==> config.mk <==
export PLATFORM = sky130hd
export DESIGN_NAME = txcoll_top
export DESIGN_NICKNAME = d
export VERILOG_FILES = /design/src/rtl/txcoll_pkg.sv /design/src/rtl/txcoll_flag.sv /design/src/rtl/txcoll_seq.sv /design/src/rtl/txcoll_top.sv
export SDC_FILE = /design/constraint.sdc
export NUM_CORES = 1
export LEC_CHECK = 0
export ABC_CLOCK_PERIOD_IN_PS = 2200
export CAP_MARGIN = 20
export CORE_AREA = 2 2 39 41
export CTS_CLUSTER_SIZE = 40
export DETAILED_ROUTE_END_ITERATION = 8
export DIE_AREA = 0 0 41 43
export GPL_TIMING_DRIVEN = 0
export PLACE_DENSITY = 0.46
export SYNTH_ARGS = -nofsm -noshare
export SYNTH_HDL_FRONTEND = slang
export SYNTH_HIERARCHICAL = 1
export SYNTH_SLANG_ARGS = --single-unit
==> constraint.sdc <==
create_clock -name clk -period 2.2 [get_ports clk]
set_input_delay 0.44 -clock clk [delete_from_list [all_inputs] [get_ports clk]]
set_output_delay 0.44 -clock clk [all_outputs]
set_load 0.02 [all_outputs]
==> src/rtl/txcoll_pkg.sv <==
package txcoll_pkg;

    localparam int PHASE_W = 2;

    typedef enum logic [PHASE_W-1:0] {
        PH_IDLE = 2'd0,
        PH_PRE  = 2'd1,
        PH_BODY = 2'd2,
        PH_TAIL = 2'd3
    } phase_e;

    typedef struct packed {
        logic pre;
        logic pkt;
        logic cv;
    } strobe_t;

    function automatic logic phase_active(input phase_e p);
        return p != PH_IDLE;
    endfunction

endpackage

==> src/rtl/txcoll_flag.sv <==
module txcoll_flag (
    input  logic clk,
    input  logic rst,
    input  logic clr_i,
    input  logic arm_i,
    input  logic cd_en_i,
    input  logic coll_n_i,
    output logic seen_o
);
    logic flag_q;
    logic hit;

    assign hit    = arm_i && cd_en_i && !coll_n_i;
    assign seen_o = flag_q || hit;

    always_ff @(posedge clk) begin
        if (rst || clr_i) flag_q <= 1'b0;
        else if (hit)     flag_q <= 1'b1;
    end

    a_r3_sticky: assert property (@(posedge clk) disable iff (rst)
        (flag_q && !clr_i) |=> flag_q);
    a_r4_disabled_no_set: assert property (@(posedge clk) disable iff (rst)
        (!flag_q && !cd_en_i) |=> !flag_q);
    a_r8_idle_no_set: assert property (@(posedge clk) disable iff (rst)
        (!flag_q && !arm_i) |=> !flag_q);
endmodule

==> src/rtl/txcoll_seq.sv <==
module txcoll_seq
    import txcoll_pkg::*;
(
    input  logic    clk,
    input  logic    rst,
    input  logic    start_i,
    input  strobe_t strb_i,
    input  logic    seen_i,
    output phase_e  phase_o,
    output logic    clr_o,
    output logic    done_o,
    output logic    retry_o
);
    phase_e phase_q, phase_d;
    logic   verdict_q;
    logic   early_abort, late_end;

    assign clr_o       = (phase_q == PH_IDLE) && start_i;
    assign early_abort = (phase_q == PH_PRE) && strb_i.pre && seen_i;
    assign late_end    = (phase_q == PH_TAIL) && strb_i.cv;

    always_comb begin
        phase_d = phase_q;
        unique case (phase_q)
            PH_IDLE: if (start_i)    phase_d = PH_PRE;
            PH_PRE:  if (strb_i.pre) phase_d = seen_i ? PH_IDLE : PH_BODY;
            PH_BODY: if (strb_i.pkt) phase_d = PH_TAIL;
            PH_TAIL: if (strb_i.cv)  phase_d = PH_IDLE;
            default:                 phase_d = PH_IDLE;
        endcase
    end

    always_ff @(posedge clk) begin
        if (rst) begin
            phase_q   <= PH_IDLE;
            verdict_q <= 1'b0;
            done_o    <= 1'b0;
            retry_o   <= 1'b0;
        end else begin
            phase_q <= phase_d;
            if (phase_q == PH_BODY && strb_i.pkt) verdict_q <= seen_i;
            done_o  <= late_end && !verdict_q;
            retry_o <= early_abort || (late_end && verdict_q);
        end
    end

    assign phase_o = phase_q;

    a_r10_exclusive: assert property (@(posedge clk) disable iff (rst)
        !(done_o && retry_o));
    a_r10_done_single: assert property (@(posedge clk) disable iff (rst)
        done_o |=> !done_o);
    a_r10_retry_single: assert property (@(posedge clk) disable iff (rst)
        retry_o |=> !retry_o);
    a_r2_start_enters_pre: assert property (@(posedge clk) disable iff (rst)
        (phase_q == PH_IDLE && start_i) |=> phase_q == PH_PRE);
    a_r3_early_retry: assert property (@(posedge clk) disable iff (rst)
        (phase_q == PH_PRE && strb_i.pre && seen_i) |=> (retry_o && phase_q == PH_IDLE));
    a_r7_tail_holds: assert property (@(posedge clk) disable iff (rst)
        (phase_q == PH_TAIL && !strb_i.cv) |=> phase_q == PH_TAIL);
    a_r9_start_ignored: assert property (@(posedge clk) disable iff (rst)
        (phase_q == PH_BODY && !strb_i.pkt) |=> phase_q == PH_BODY);
endmodule

==> src/rtl/txcoll_top.sv <==
module txcoll_top
    import txcoll_pkg::*;
(
    input  logic clk,
    input  logic rst,
    input  logic start_i,
    input  logic pre_done_i,
    input  logic pkt_done_i,
    input  logic cv_done_i,
    input  logic cd_en_i,
    input  logic coll_n_i,
    output logic tx_en_o,
    output logic done_o,
    output logic retry_o
);
    strobe_t strb;
    phase_e  phase;
    logic    clr, seen;

    assign strb = '{pre: pre_done_i, pkt: pkt_done_i, cv: cv_done_i};

    txcoll_flag u_flag (
        .clk      (clk),
        .rst      (rst),
        .clr_i    (clr),
        .arm_i    (phase_active(phase)),
        .cd_en_i  (cd_en_i),
        .coll_n_i (coll_n_i),
        .seen_o   (seen)
    );

    txcoll_seq u_seq (
        .clk     (clk),
        .rst     (rst),
        .start_i (start_i),
        .strb_i  (strb),
        .seen_i  (seen),
        .phase_o (phase),
        .clr_o   (clr),
        .done_o  (done_o),
        .retry_o (retry_o)
    );

    assign tx_en_o = phase_active(phase);

    a_r5_txen_drops_with_end: assert property (@(posedge clk) disable iff (rst)
        (done_o || retry_o) |-> !tx_en_o);
    a_r2_rise_needs_start: assert property (@(posedge clk) disable iff (rst)
        $rose(tx_en_o) |-> $past(start_i));
endmodule

======== Word level (Yosys, flattened, before mapping) ========
Index checks and enable logic that the tools add are counted.
storage, ports and cells
  bits in registers ....................... 6
  input port bits ......................... 8
  output and inout port bits .............. 3
  logic and storage cells ................. 35
operators by class
  eq/ne operators ......................... 7
  muxes and demuxes ....................... 6
  reductions and logical operators ........ 17
operator list
  cell                  count
  $mux W2               5
  $logic_and A1 B1 Y1   9
  $ne A2 B2 Y1 const B  4
  $pmux W2 S4           1
  $eq A2 B2 Y1 const B  2
  $reduce_and A4 Y1     1
  $logic_or A1 B1 Y1    3
  $eq A2 B1 Y1 const B  1
  $logic_not A1 Y1      2
  $logic_not A2 Y1      1
  $reduce_bool A2 Y1    1

======== Longest topological paths before layout ========
  word-level depth ........................ 7
  mapped depth ............................ 6
  mapped depth without buffers ............ 6

======== Hierarchy ========
Netlist, hierarchy kept.
by module, submodules not included
  module       instances  cells an instance  area each (sq um)  sequential area each (sq um)
  txcoll_seq   1          25                 240.2              100.1
  txcoll_flag  1          5                  60.1               20.0
  txcoll_top   1          1                  6.3                0.0

======== Worst setup path after synthesis ========
OpenSTA, ideal clock, no wires.
  path kind ............................... register -> register
  start ................................... reg u_seq.phase_q[0] (netlist: u_seq/phase_o[0])
  end ..................................... reg with a tool-made name
  library setup time ...................... 64 ps
  arrival time ............................ 1254 ps
  data required time ...................... 2136 ps
  setup slack ............................. 883 ps
  cell stages (with the launch flop) ...... 7
  buffers on the path ..................... 0
  clock period less this slack ............ 1317 ps
  cells stage by stage .................... dfxtp_1 -> or2_1 -> nand3b_4 -> nand2_1 -> nor4bb_4 -> a21oi_1 -> nor2_1
RTL lines
  what                      RTL line          source
  start: declaration        txcoll_seq.sv:14  phase_e phase_q, phase_d;
  start signal: assignment  txcoll_seq.sv:40  phase_q <= phase_d;

======== Worst setup path after layout ========
  start ................................... reg u_seq.phase_q[0] (netlist: u_seq/phase_o[0])
  end ..................................... out tx_en_o
between the ends
  word-level cells in the longest chain between the ends .. 1
RTL lines
  what                RTL line          source
  $reduce_bool A2 Y1  txcoll_pkg.sv:19  return p != PH_IDLE;
  end: declaration    txcoll_top.sv:12  output logic tx_en_o,
Every way passes these cells.

==> metrics.txt <==
# TYPE chip_impl_metric gauge
chip_impl_info{name="run_status",value="finished clean"} 1
chip_impl_metric{name="final_stage_net_count",unit=""} 54
chip_impl_metric{name="final_cell_count_no_fill",unit=""} 60
chip_impl_metric{name="antenna_found_initial",unit=""} 0
chip_impl_metric{name="clock_path_buffers",unit=""} 2
chip_impl_metric{name="first_drt_pass_iteration_count",unit=""} 3
chip_impl_info{name="postSynth.topFlopCell",value="sky130_fd_sc_hd__dfxtp_1"} 1
chip_impl_metric{name="cts_hold_buf",unit=""} 0
chip_impl_metric{name="timing.final.crit_share",unit=""} 0.879
chip_impl_metric{name="timing.slew.headroom",unit=""} 0.841
chip_impl_metric{name="flow.area_growth_from_synthesis",unit="%"} 46.5
chip_impl_info{name="crit_path_start_kind",value="register"} 1
chip_impl_metric{name="power.leakage",unit="nW"} 0.179
chip_impl_metric{name="grt_overflow_total",unit=""} 0
chip_impl_metric{name="regToRegSetupSlack",unit="ps"} 850
chip_impl_info{name="mostFrequentLayoutCell",value="sky130_fd_sc_hd__clkdlybuf4s50_1"} 1
chip_impl_metric{name="grt_pass1_vias",unit=""} 229
chip_impl_info{name="critical_path.endpoint_type",value="primary output"} 1
chip_impl_metric{name="dp_hpwl",unit="um"} 462
chip_impl_metric{name="dieArea",unit="sq um"} 1760
chip_impl_metric{name="cts.clk_slew.worst_paths",unit="ps"} 50
chip_impl_metric{name="postCtsSetupBuffers",unit=""} 0
chip_impl_info{name="crit_end",value="tx_en_o"} 1
chip_impl_metric{name="cts-resized-gates",unit=""} 0
chip_impl_metric{name="clk_latency",unit="ps"} 240
chip_impl_metric{name="area.sequential",unit="sq um"} 120
chip_impl_metric{name="worst_pin_slew",unit="ps"} 237
chip_impl_info{name="cts_root_buf",value="sky130_fd_sc_hd__clkbuf_4"} 1
chip_impl_metric{name="arrival",unit="ps"} 1490
chip_impl_metric{name="ys_types",unit=""} 19
chip_impl_metric{name="finished_core_util",unit=""} 0.325
chip_impl_metric{name="avgRoutedWirePerCell",unit="um"} 9.87
chip_impl_metric{name="postSynth.asyncResetShare",unit=""} 0
chip_impl_metric{name="initialDrtViolationCount",unit=""} 6
chip_impl_metric{name="finalMaxSlewViolations",unit=""} 0
chip_impl_metric{name="syn_avg_cell_area",unit="sq um"} 9.89
chip_impl_info{name="worstReg2RegStart",value="u_seq/phase_o[0]$_SDFFE_PP0P_"} 1
chip_impl_metric{name="post-route-worst-setup-slack",unit="ps"} 267
chip_impl_metric{name="ant_nets",unit=""} 0
chip_impl_metric{name="setup_viol",unit=""} 0
chip_impl_metric{name="cts_sinks",unit=""} 6
chip_impl_metric{name="post_drt_via_cell_ratio",unit=""} 4.32
chip_impl_metric{name="synth_top_area_frac",unit=""} 0.392
chip_impl_metric{name="place.gp.congestion",unit=""} 0.740
chip_impl_metric{name="fmax",unit="MHz"} 517
chip_impl_info{name="setup.worst_path.start",value="u_seq/phase_o[0]$_SDFFE_PP0P_"} 1
chip_impl_metric{name="critical_path_peak_fanout",unit=""} 8
chip_impl_metric{name="hold-worst-slack",unit="ps"} 461
chip_impl_metric{name="fp.coreArea",unit="sq um"} 1380
chip_impl_metric{name="initial_utilization",unit=""} 0.222
chip_impl_info{name="synthTopCellsByArea",value="sky130_fd_sc_hd__dfxtp_1 39%, sky130_fd_sc_hd__nor4bb_4 8.2%, sky130_fd_sc_hd__nand3b_4 6.5%, sky130_fd_sc_hd__nand3b_1 4.9%, sky130_fd_sc_hd__a211oi_2 4.1%"} 1
chip_impl_metric{name="synth_net_count",unit=""} 39
chip_impl_info{name="timing_worst_setup_path_type",value="register to primary output"} 1
chip_impl_metric{name="die_x",unit="um"} 41
chip_impl_metric{name="maximum_number_of_pins_on_one_net_before_global_route_repair",unit=""} 10
chip_impl_info{name="hold_class",value="register to register"} 1
chip_impl_metric{name="num_antenna_cells",unit=""} 0
chip_impl_metric{name="global_route_wire_length_before_repair",unit="um"} 931
chip_impl_metric{name="htree_num_levels",unit=""} 1
chip_impl_info{name="library_cell_occupying_the_most_area_in_the_post_synthesis_netlist",value="sky130_fd_sc_hd__dfxtp_1"} 1
chip_impl_metric{name="setup_total_negative_slack",unit="ps"} 0
chip_impl_metric{name="cts_made_buffers",unit=""} 3
chip_impl_metric{name="drc",unit=""} 0
chip_impl_metric{name="syn_std_cell_area",unit="sq um"} 307
chip_impl_metric{name="rows",unit=""} 14
chip_impl_metric{name="worst-r2r-cell-count",unit=""} 6
chip_impl_metric{name="sequential_element_share_of_the_synthesized_area",unit=""} 0.392
chip_impl_metric{name="multiInputGateArea",unit="sq um"} 171
chip_impl_metric{name="num-fill-cells",unit=""} 155
chip_impl_metric{name="number_of_enable_type_register_cells_in_the_synthesized_netlist",unit=""} 0
chip_impl_metric{name="power.density_cell_area",unit="nW/um^2"} 623
chip_impl_metric{name="synth-warning-count",unit=""} 6
chip_impl_metric{name="max_cap_viols",unit=""} 0
chip_impl_info{name="most-common-layout-cells",value="10 x sky130_fd_sc_hd__clkdlybuf4s50_1, 6 x sky130_fd_sc_hd__dfxtp_1, 3 x sky130_fd_sc_hd__clkbuf_4, 3 x sky130_fd_sc_hd__nand2_1"} 1
chip_impl_info{name="rsz_0062_raised_after_global_routing",value="false"} 1
chip_impl_metric{name="ios",unit=""} 11
chip_impl_metric{name="grt_usage",unit=""} 0.0854
chip_impl_metric{name="placedCellCount",unit=""} 57
chip_impl_metric{name="finalHoldViolCount",unit=""} 0
chip_impl_metric{name="die_y",unit="um"} 43
chip_impl_info{name="cts_tree",value="built"} 1
chip_impl_metric{name="clock_skew",unit="ps"} 2.09
chip_impl_metric{name="final_layout_size_suffix_gt1_frac",unit=""} 0.159
chip_impl_metric{name="detailroute.via_count",unit=""} 259
chip_impl_metric{name="route.final.wire_length",unit="um"} 592
chip_impl_metric{name="postSynthRegisterBits",unit=""} 6
chip_impl_metric{name="fin_crit",unit="ps"} 1930
chip_impl_metric{name="preCtsSetupSlack",unit="ps"} 504
chip_impl_metric{name="port-buffer-count",unit=""} 10
chip_impl_metric{name="power.ir.vdd_worst",unit="mV"} 0.286
chip_impl_metric{name="crit_required",unit="ps"} 1760
chip_impl_metric{name="synthesis.instances",unit=""} 31
area by class of cell:
type	count	area share
well taps	16	0.0446
clock buffers	3	0.0501
repair buffers	10	0.223
multi-input cells	23	0.382
flip-flops and latches	6	0.267
plain buffers	1	0.0251
inverters	1	0.00836
through the flow:
step           instance area (sq um)  power, mW
2_1_floorplan                    307      0.156
3_3_place_gp                     427      0.181
3_5_place_dp                     427      0.182
4_1_cts                          449      0.288
5_1_grt                          449      0.298
6_report                         449      0.280
cell families (layout without fill, tap and decap cells):
logic type	count (synthesis)	in the layout	share of synthesized area
mux	1	1	0.0327
compound gates	5	5	0.114
buf+inv	2	15	0.0490
simple gates	17	17	0.412
flops	6	6	0.392
worst max-delay path, cell delays in order (launching register included):
cell and delay [ps]:
sky130_fd_sc_hd__dfxtp_1 430, sky130_fd_sc_hd__or2_1 200, sky130_fd_sc_hd__clkdlybuf4s50_1 620
metal layers:
layer | track usage | part of all wire | vias to the layer above
met5 | 0 | 0 | -
met1 | 0.113 | 0.49 | 111
met3 | 0.0314 | 0.081 | 2
met2 | 0.0906 | 0.40 | 12
li1 | - | - | 134
met4 | 0.100 | 0.024 | 0
power by group:
part | leakage (nW) | switching [mW] | internal (mW) | total, mW
Combinational | 0.116 | 0.0265 | 0.0348 | 0.0613
Clock | 0.0138 | 0.0386 | 0.0616 | 0.100
Sequential | 0.0488 | 0.00467 | 0.114 | 0.118
how the worst min path moves through the flow:
stage / startpoint / to / slack [ps] / cells after the start
6_report: u_seq/verdict_q$_SDFFE_PP0P_ / u_seq/done_o$_SDFF_PP0_ / 460 / 1
5_1_grt: u_seq/verdict_q$_SDFFE_PP0P_ / u_seq/done_o$_SDFF_PP0_ / 490 / 1
4_1_cts: u_seq/verdict_q$_SDFFE_PP0P_ / u_seq/done_o$_SDFF_PP0_ / 460 / 1
3_5_place_dp: u_flag/flag_q$_SDFFE_PP0P_ / u_flag/flag_q$_SDFFE_PP0P_ / 460 / 2
3_3_place_gp: u_seq/verdict_q$_SDFFE_PP0P_ / u_seq/done_o$_SDFF_PP0_ / 450 / 1
2_1_floorplan: u_seq/verdict_q$_SDFFE_PP0P_ / u_seq/done_o$_SDFF_PP0_ / 420 / 1
cell usage after synthesis (2+ instances only):
cell type	instances
sky130_fd_sc_hd__nor2_1	2
sky130_fd_sc_hd__nor2b_1	2
sky130_fd_sc_hd__nand3b_1	2
sky130_fd_sc_hd__a21oi_1	2
sky130_fd_sc_hd__dfxtp_1	6
sky130_fd_sc_hd__nor3_1	2
sky130_fd_sc_hd__nand2_1	3
Note: power is estimated with default switching activity, not from simulation.
